==> src/rtl/lcell_pkg.sv <==
package lcell_pkg;
  localparam int SUB_INPUTS = 4;
  localparam int SUB_BITS   = 1 << SUB_INPUTS;
  localparam int TBL_BITS   = 2 * SUB_BITS;
  localparam int PAIR_W     = 2;
  localparam int IN_W       = 5;

  typedef enum logic [1:0] {
    MODE_DUAL     = 2'b00,
    MODE_WIDE     = 2'b01,
    MODE_MUXED    = 2'b10,
    MODE_DUAL_ALT = 2'b11
  } lcModeT;

  typedef struct packed {
    logic [TBL_BITS-1:0] tbl;
    lcModeT              mode;
    logic [PAIR_W-1:0]   loSel1;
    logic [PAIR_W-1:0]   loSel2;
    logic [PAIR_W-1:0]   hiSel1;
    logic [PAIR_W-1:0]   hiSel2;
    logic                loFourth;
    logic                hiFourth;
    logic                fb0Src;
    logic                fb1Src;
  } lcCfgT;

  localparam int CFG_BITS = $bits(lcCfgT);

  typedef struct packed {
    logic clearFb;
    logic captureFb;
  } lcStrobeT;

  function automatic logic pickPair(input logic [PAIR_W-1:0] code,
                                    input logic candA, input logic candB,
                                    input logic fbA, input logic fbB);
    case (code)
      2'd0:    return candA;
      2'd1:    return candB;
      2'd2:    return fbA;
      default: return fbB;
    endcase
  endfunction
endpackage

==> src/rtl/lcell_ctrl.sv <==
module lcell_ctrl
  import lcell_pkg::*;
(
  input  logic     clk,
  input  logic     rstN,
  input  logic     cfgEn,
  input  logic     cfgDin,
  input  logic     capEn,
  output lcCfgT    cfg,
  output lcStrobeT strobe
);
  logic [CFG_BITS-1:0] cfgWord;

  always_ff @(posedge clk or negedge rstN) begin
    if (!rstN) cfgWord <= '0;
    else if (cfgEn) cfgWord <= {cfgWord[CFG_BITS-2:0], cfgDin};
  end

  assign cfg              = lcCfgT'(cfgWord);
  assign strobe.clearFb   = cfgEn;
  assign strobe.captureFb = capEn && !cfgEn;

  AST_SHIFT_IN: assert property (@(posedge clk) disable iff (!rstN)
    cfgEn |=> (cfgWord[0] == $past(cfgDin)) &&
              (cfgWord[CFG_BITS-1:1] == $past(cfgWord[CFG_BITS-2:0])));
  AST_CFG_HOLD: assert property (@(posedge clk) disable iff (!rstN)
    !cfgEn |=> $stable(cfgWord));
endmodule

==> src/rtl/lcell_dp.sv <==
module lcell_dp
  import lcell_pkg::*;
(
  input  logic            clk,
  input  logic            rstN,
  input  lcCfgT           cfg,
  input  lcStrobeT        strobe,
  input  logic [IN_W-1:0] cellIn,
  output logic            fn0,
  output logic            fn1,
  output logic            fbA,
  output logic            fbB
);
  logic       isDual;
  logic [1:0] halfVal;
  logic       muxVal;

  assign isDual = (cfg.mode == MODE_DUAL) || (cfg.mode == MODE_DUAL_ALT);

  for (genvar h = 0; h < 2; h++) begin : g_half
    logic [PAIR_W-1:0]     s1;
    logic [PAIR_W-1:0]     s2;
    logic                  fourth;
    logic                  x3;
    logic [SUB_INPUTS-1:0] addr;
    logic [SUB_BITS-1:0]   tblHalf;

    always_comb begin
      if (h == 0 || cfg.mode == MODE_WIDE) begin
        s1 = cfg.loSel1;
        s2 = cfg.loSel2;
        fourth = cfg.loFourth;
      end else begin
        s1 = cfg.hiSel1;
        s2 = cfg.hiSel2;
        fourth = cfg.hiFourth;
      end
      x3   = isDual ? (fourth ? cellIn[4] : cellIn[3]) : cellIn[3];
      addr = {x3,
              pickPair(s2, cellIn[1], cellIn[2], fbA, fbB),
              pickPair(s1, cellIn[1], cellIn[2], fbA, fbB),
              cellIn[0]};
    end

    assign tblHalf    = cfg.tbl[h*SUB_BITS +: SUB_BITS];
    assign halfVal[h] = tblHalf[addr];
  end

  assign muxVal = cellIn[4] ? halfVal[1] : halfVal[0];
  assign fn0    = isDual ? halfVal[0] : muxVal;
  assign fn1    = isDual ? halfVal[1] : muxVal;

  always_ff @(posedge clk or negedge rstN) begin
    if (!rstN) begin
      fbA <= 1'b0;
      fbB <= 1'b0;
    end else if (strobe.clearFb) begin
      fbA <= 1'b0;
      fbB <= 1'b0;
    end else if (strobe.captureFb) begin
      fbA <= cfg.fb0Src ? fn1 : fn0;
      fbB <= cfg.fb1Src ? fn1 : fn0;
    end
  end

  AST_LOAD_CLEARS: assert property (@(posedge clk) disable iff (!rstN)
    strobe.clearFb |=> (!fbA && !fbB));
  AST_HOLD_IDLE: assert property (@(posedge clk) disable iff (!rstN)
    (!strobe.clearFb && !strobe.captureFb) |=> ($stable(fbA) && $stable(fbB)));
  AST_CAPTURE_SRC: assert property (@(posedge clk) disable iff (!rstN)
    strobe.captureFb |=> (fbA == $past(cfg.fb0Src ? fn1 : fn0)) &&
                         (fbB == $past(cfg.fb1Src ? fn1 : fn0)));
  AST_SINGLE_BOTH: assert property (@(posedge clk) disable iff (!rstN)
    (cfg.mode == MODE_WIDE || cfg.mode == MODE_MUXED) |-> (fn0 == fn1));
endmodule

==> src/rtl/lcell_top.sv <==
module lcell_top
  import lcell_pkg::*;
(
  input  logic            clk,
  input  logic            rst_n,
  input  logic            cfg_clk_en,
  input  logic            cfg_din,
  input  logic            ce,
  input  logic [IN_W-1:0] cell_in,
  output logic            fn0_out,
  output logic            fn1_out,
  output logic            fb0,
  output logic            fb1
);
  lcCfgT    cfg;
  lcStrobeT strobe;

  lcell_ctrl i_ctrl (
    .clk    (clk),
    .rstN   (rst_n),
    .cfgEn  (cfg_clk_en),
    .cfgDin (cfg_din),
    .capEn  (ce),
    .cfg    (cfg),
    .strobe (strobe)
  );

  lcell_dp i_dp (
    .clk    (clk),
    .rstN   (rst_n),
    .cfg    (cfg),
    .strobe (strobe),
    .cellIn (cell_in),
    .fn0    (fn0_out),
    .fn1    (fn1_out),
    .fbA    (fb0),
    .fbB    (fb1)
  );

  AST_RESET_CLEAR: assert property (@(posedge clk)
    !rst_n |-> (!fb0 && !fb1 && !fn0_out && !fn1_out));
endmodule

==> config.mk <==
export PLATFORM = sky130hd
export DESIGN_NAME = lcell_top
export DESIGN_NICKNAME = d
export VERILOG_FILES = /design/src/rtl/lcell_pkg.sv /design/src/rtl/lcell_ctrl.sv /design/src/rtl/lcell_dp.sv /design/src/rtl/lcell_top.sv
export SDC_FILE = /design/constraint.sdc
export NUM_CORES = 1
export LEC_CHECK = 0
export ABC_CLOCK_PERIOD_IN_PS = 3600
export BUFFER_PORTS_ARGS = -buffer_cell sky130_fd_sc_hd__buf_2
export CORE_MARGIN = 2
export CORE_UTILIZATION = 49
export DETAILED_ROUTE_END_ITERATION = 7
export GPL_ROUTABILITY_DRIVEN = 0
export PLACE_DENSITY = 0.71
export SYNTH_ARGS = -nofsm -noshare
export SYNTH_HDL_FRONTEND = slang
export SYNTH_SLANG_ARGS = --single-unit
export TNS_END_PERCENT = 10
==> constraint.sdc <==
create_clock -name clk -period 3.6 [get_ports clk]
set_input_delay 0.72 -clock clk [delete_from_list [all_inputs] [get_ports clk]]
set_output_delay 0.72 -clock clk [all_outputs]
set_load 0.005 [all_outputs]
# Word-level counts from Yosys, hierarchy flattened

Index checks and enable logic that the tools add are counted.

Flip-flop bits (word level): 48
Bits of input ports: 10
Word-level logic and storage cells: 48

Order comparisons: 2
Equal/unequal tests: 10
Muxes and demuxes: 24
Reductions and logical operators: 9

Operators by type and width:

| kind                                                                         | number |
|---|---|
| 1-bit two-way mux                                                            | 16 |
| 1-bit one-hot mux with 3 select lines                                        | 4 |
| 2-bit by 1-bit equality test with 1-bit output, second input constant        | 5 |
| 2-bit equality test, second input constant                                   | 5 |
| 2-bit zero test                                                              | 5 |
| 4-bit by 5-bit less-than comparator with 1-bit output, second input constant | 2 |
| 1-bit binary-select mux with 4-bit select                                    | 2 |
| 2-bit two-way mux                                                            | 2 |
| 2-bit nonzero test                                                           | 1 |
| 1-bit logical AND                                                            | 1 |
| 1-bit zero test                                                              | 1 |
| 1-bit logical OR                                                             | 1 |

# Longest topological paths before layout

Depth in word-level cells: 11
Gate-level depth with buffers: 8

# Hierarchy

Synthesis repeated with hierarchy kept, for this count alone.

Cell total of the unflattened synthesis: 175
Area, all modules: 2552.4 µm²

By module, submodules not included:

| module     | instances | cells each | area each (µm²) |
|---|---|---|---|
| lcell_ctrl | 1         | 99         | 1841.8 |
| lcell_dp   | 1         | 76         | 710.7 |

# Worst setup path before layout

No wires, ideal clock.

Path kind: input -> output
Start: in cell_in[1]
End: out fn0_out
Arrival time: 2464 ps
Data required time: 2880 ps
Setup slack: 416 ps
Cell stages on the path: 6
Path buffers: 0
Path through: mux4_2 -> mux2i_1 -> mux4_1 -> mux2i_1 -> mux2i_4 -> mux2_2

Word-level cells in the longest chain between the ends: 5
Elaborated cells between the ends (all ways): 10

RTL lines:

| element                                   | RTL line        | text |
|---|---|---|
| start: declaration                        | lcell_top.sv:9  | `input logic [IN_W-1:0] cell_in,` |
| 1-bit one-hot mux with 3 select lines     | lcell_pkg.sv:38 | `case (code)` |
| 1-bit binary-select mux with 4-bit select | lcell_dp.sv:46  | `assign halfVal[h] = tblHalf[addr];` |
| 1-bit two-way mux (implied by the code)   | lcell_dp.sv:46  |  |
| 1-bit two-way mux                         | lcell_dp.sv:49  | `assign muxVal = cellIn[4] ? halfVal[1] : halfVal[0];` |
| 1-bit two-way mux (*)                     | lcell_dp.sv:50  | `assign fn0 = isDual ? halfVal[0] : muxVal;` |
| end: declaration                          | lcell_top.sv:10 | `output logic fn0_out,` |

Every way passes the cells marked *; elsewhere a longest branch is shown, timed or not. The select of a mux whose other input is x is not followed.

# Worst setup path after layout

Same ends and word-level chain as after synthesis.

==> impl_metrics.csv <==
group,metric,value,unit
floorplan,die_y,73.2,µm
timing,tightest_slew,1.03,ns
floorplan,dieArea,0.00535,mm²
pwr,max-vdd-ir-drop,0.000274,V
synth,yosysSeqAreaShare,0.512,
cts,cts_max_path_buffers,2,
setup_path,cp-end-kind,"output pin",
setup_path,worstSetupStartpointType,"input pin",
timing,finalWorstPathRequiredPeriod,3.42,ns
setup_path,path_cells,"buf_2, mux4_2, mux2i_2, mux4_1, mux2i_1, mux2i_4, mux2_2, buf_2",
hold_path,min_path_type,"flop to flop",
finish,final_core_util,0.551,
global_route,grt_max_degree,49,
route,wirelength,3850,µm
global_route,grt_pass1_wl,6490,µm
timing,hold_viol,0,
pwr,total_leakage_power,0.00121,µW
job,max_cap_violations,0,
global_route,antenna_found_initial,0,
global_route,grt_overflow_total,0,
placed_design,portBuffers,13,
route,dr_wl_met3,123,µm
route,routed.top_layer,"met4",
cts,cts.sinks,48,
route,dr.first_iter.drc_count,33,
finish,seq_area,0.00120,mm²
floorplan,start_util,0.503,
route,vias,1321,
finish,drive_above_1_share,0.488,
cts,cts-root-buf,"clkbuf_8",
setup_path,slowest_stage,"mux4_2",
synth,synth_xor_area_frac,0,
synth,synth_compound_area_frac,0.0331,
setup_path,worst_path_largest_cell_delay,0.47,ns
run_status,status,"completed",
finish,multi_input_area,0.00112,mm²
setup_path,critPathRequiredTime,2.88,ns
synth,synthAdderAreaFrac,0.00534,
synth,synth-simple-area-share,0.0491,
cts,clk_latency,0.30,ns
cts,clkSlewWorstSetupHoldPaths,0.08,ns
synth,synth.cell_area,0.00234,mm²
finish,layout_common_cells,"mux2_2, dfrtp_1, buf_2",
timing,slew_headroom,0.311,
synth,ys_types,29,
finish,antennaDiodeCount,0,
synth,yosys_warnings,0,
synth,synth_top_family_by_area,"multiplexers",
timing,final_max_slew_viol_count,0,
route,dr.pass1.iters,5,
timing,min_period_over_period,0.951,
floorplan,core,0.00466,mm²
placed_design,hpwlAfterDp,2820,µm
timing,setup_ws,0.177,ns
synth,synth_mux_area_frac,0.387,
route,wl_met1,1720,µm
setup_path,crit_family,"multiplexers",
setup_path,cp_common_cell,"buf_2",
finish,fin_nets,178,
floorplan,rows,25,
synth,syn-num-nets,162,
cts,hold_buffers,0,
timing,fin_setup_tns,0,ns
synth,syn_area_per_cell,15.5,µm²
setup_path,crit_buf_inv,2,
setup_path,critical_path_peak_fanout,4,
route,viasPerCell,5.95,
finish,finalInstanceArea,0.00257,mm²
floorplan,die_x,73.2,µm
setup_path,path_class,"input pin to output pin",
pwr,power_density,728,mW/mm²
synth,netlist_instances,151,
timing,setup_viol,0,
cts,cts_tree,"yes",
global_route,grt_pass1_vias,1306,
timing,rsz0062_at_grt,"false",
finish,areaGrowthSynthToFinish,9.50,%
route,route.met2.wl,1990,µm
timing,clock_skew,0.0124,ns
finish,mostFrequentLayoutCell,"mux2_2",
cts,postCtsSetupBuffers,0,
route,ant_nets,0,
timing,fmax,292,MHz
placed_design,postPlaceCellArea,0.00247,mm²
cts,cts-buffers-inserted,5,
route,wl_per_cell,17.4,µm
floorplan,pin_count,14,
finish,nFillCells,385,
synth,ys_ff_latch,48,
global_route,grt_usage,0.162,
cts,htree_num_levels,2,
route,drc,0,
setup_path,cp_data_arrival_time,2.70,ns
placed_design,dpl_worst_slack,0.0618,ns
## routing by layer
layer	global-route usage	vias up
met3	0.0331	2
met4	0.0556	0
li1	-	612
met1	0.213	684
met2	0.268	23
met5	0	-
## flip-flops by register name (all words and copies together) (netlist names)
register and flops:
i_ctrl.cfg 46, i_dp.fbA 1, i_dp.fbB 1
## synthesized netlist by cell type
cell type | number | area (µm²)
nand4b_1 | 2 | 17.5
nand2b_1 | 1 | 6.26
inv_1 | 2 | 7.51
mux2_2 | 50 | 563
o32ai_1 | 2 | 17.5
nor2b_1 | 1 | 6.26
mux4_2 | 4 | 90.1
o21ai_0 | 1 | 5.00
nand3_1 | 1 | 5.00
nand2_1 | 5 | 18.8
mux4_1 | 6 | 158
nor2_1 | 1 | 3.75
and4_1 | 1 | 8.76
buf_1 | 6 | 22.5
nor4_2 | 1 | 12.5
nor4b_2 | 1 | 15.0
dfrtp_1 | 48 | 1200
nor3b_1 | 2 | 15.0
a21bo_2 | 1 | 10.0
ha_1 | 1 | 12.5
a21bo_1 | 1 | 10.0
and2_1 | 1 | 6.26
a41o_1 | 1 | 10.0
a41oi_1 | 1 | 8.76
mux2i_4 | 1 | 22.5
a31o_1 | 1 | 8.76
mux2_4 | 1 | 15.0
a21boi_0 | 1 | 7.51
mux2i_1 | 6 | 60.1
## where the power goes
group	switching (µW)	internal, µW
logic	280	407
clock network	172	156
registers	142	712
total	594	1280
## final timing paths
path	cells past startpoint	slack (ns)	to	from
worst max register to register	7	1.24	i_dp.fbA	i_ctrl.cfg[10]
worst min-delay path	1	0.53	i_ctrl.cfg[28]	i_ctrl.cfg[27]
worst max-delay path	8	0.18	fn0_out	cell_in[1]
worst min register to register	1	0.53	i_ctrl.cfg[28]	i_ctrl.cfg[27]
max in group asynchronous	1	2.35	i_ctrl.cfg[20]	rst_n
min in group asynchronous	1	0.58	i_ctrl.cfg[8]	rst_n
## cell families (layout without fill, tap and decap cells)
| group | count (synthesis) | after routing |
|---|---|---|
| adders and majority gates | 1 | 1 |
| muxes | 68 | 68 |
| and+or+nand+nor | 17 | 17 |
| AOI/OAI and AO/OA | 9 | 9 |
| buffers and inverters | 8 | 25 |
| DFF | 48 | 48 |
## per-stage QoR
| step | power (µW) | instances | hold slack (ns) |
|---|---|---|---|
| after floorplan | 1350 | 151 | 0.424 |
| after global placement | 1510 | 214 | 0.491 |
| after detailed placement | 1550 | 214 | 0.509 |
| after CTS | 1880 | 222 | 0.528 |
| after global routing | 1980 | 222 | 0.544 |
| final | 1870 | 222 | 0.527 |
## final cells by class
class | count | area share
sequential | 48 | 0.468
tap | 54 | 0.0263
multi-input combinational | 95 | 0.435
inverter | 2 | 0.00292
timing repair buffer | 15 | 0.0312
clock inverter | 1 | 0.00292
clock buffer | 7 | 0.0336
## worst register-to-register path, delay by kind of cell, from the launching register on
family                 cells  cell delay (ns)
multiplexers               2             0.66
buffers and inverters      1             0.19
flip-flops                 1             0.41
AO/OA/AOI/OAI              2             0.41
AND/OR/NAND/NOR            2             0.65
## timing repair
item                                    4_1_cts  5_1_grt
endpoints found under the hold margin         0        0
endpoints found under the setup margin        0        1
gates resized for setup                       0        1
(Power assumes the default switching activity.)
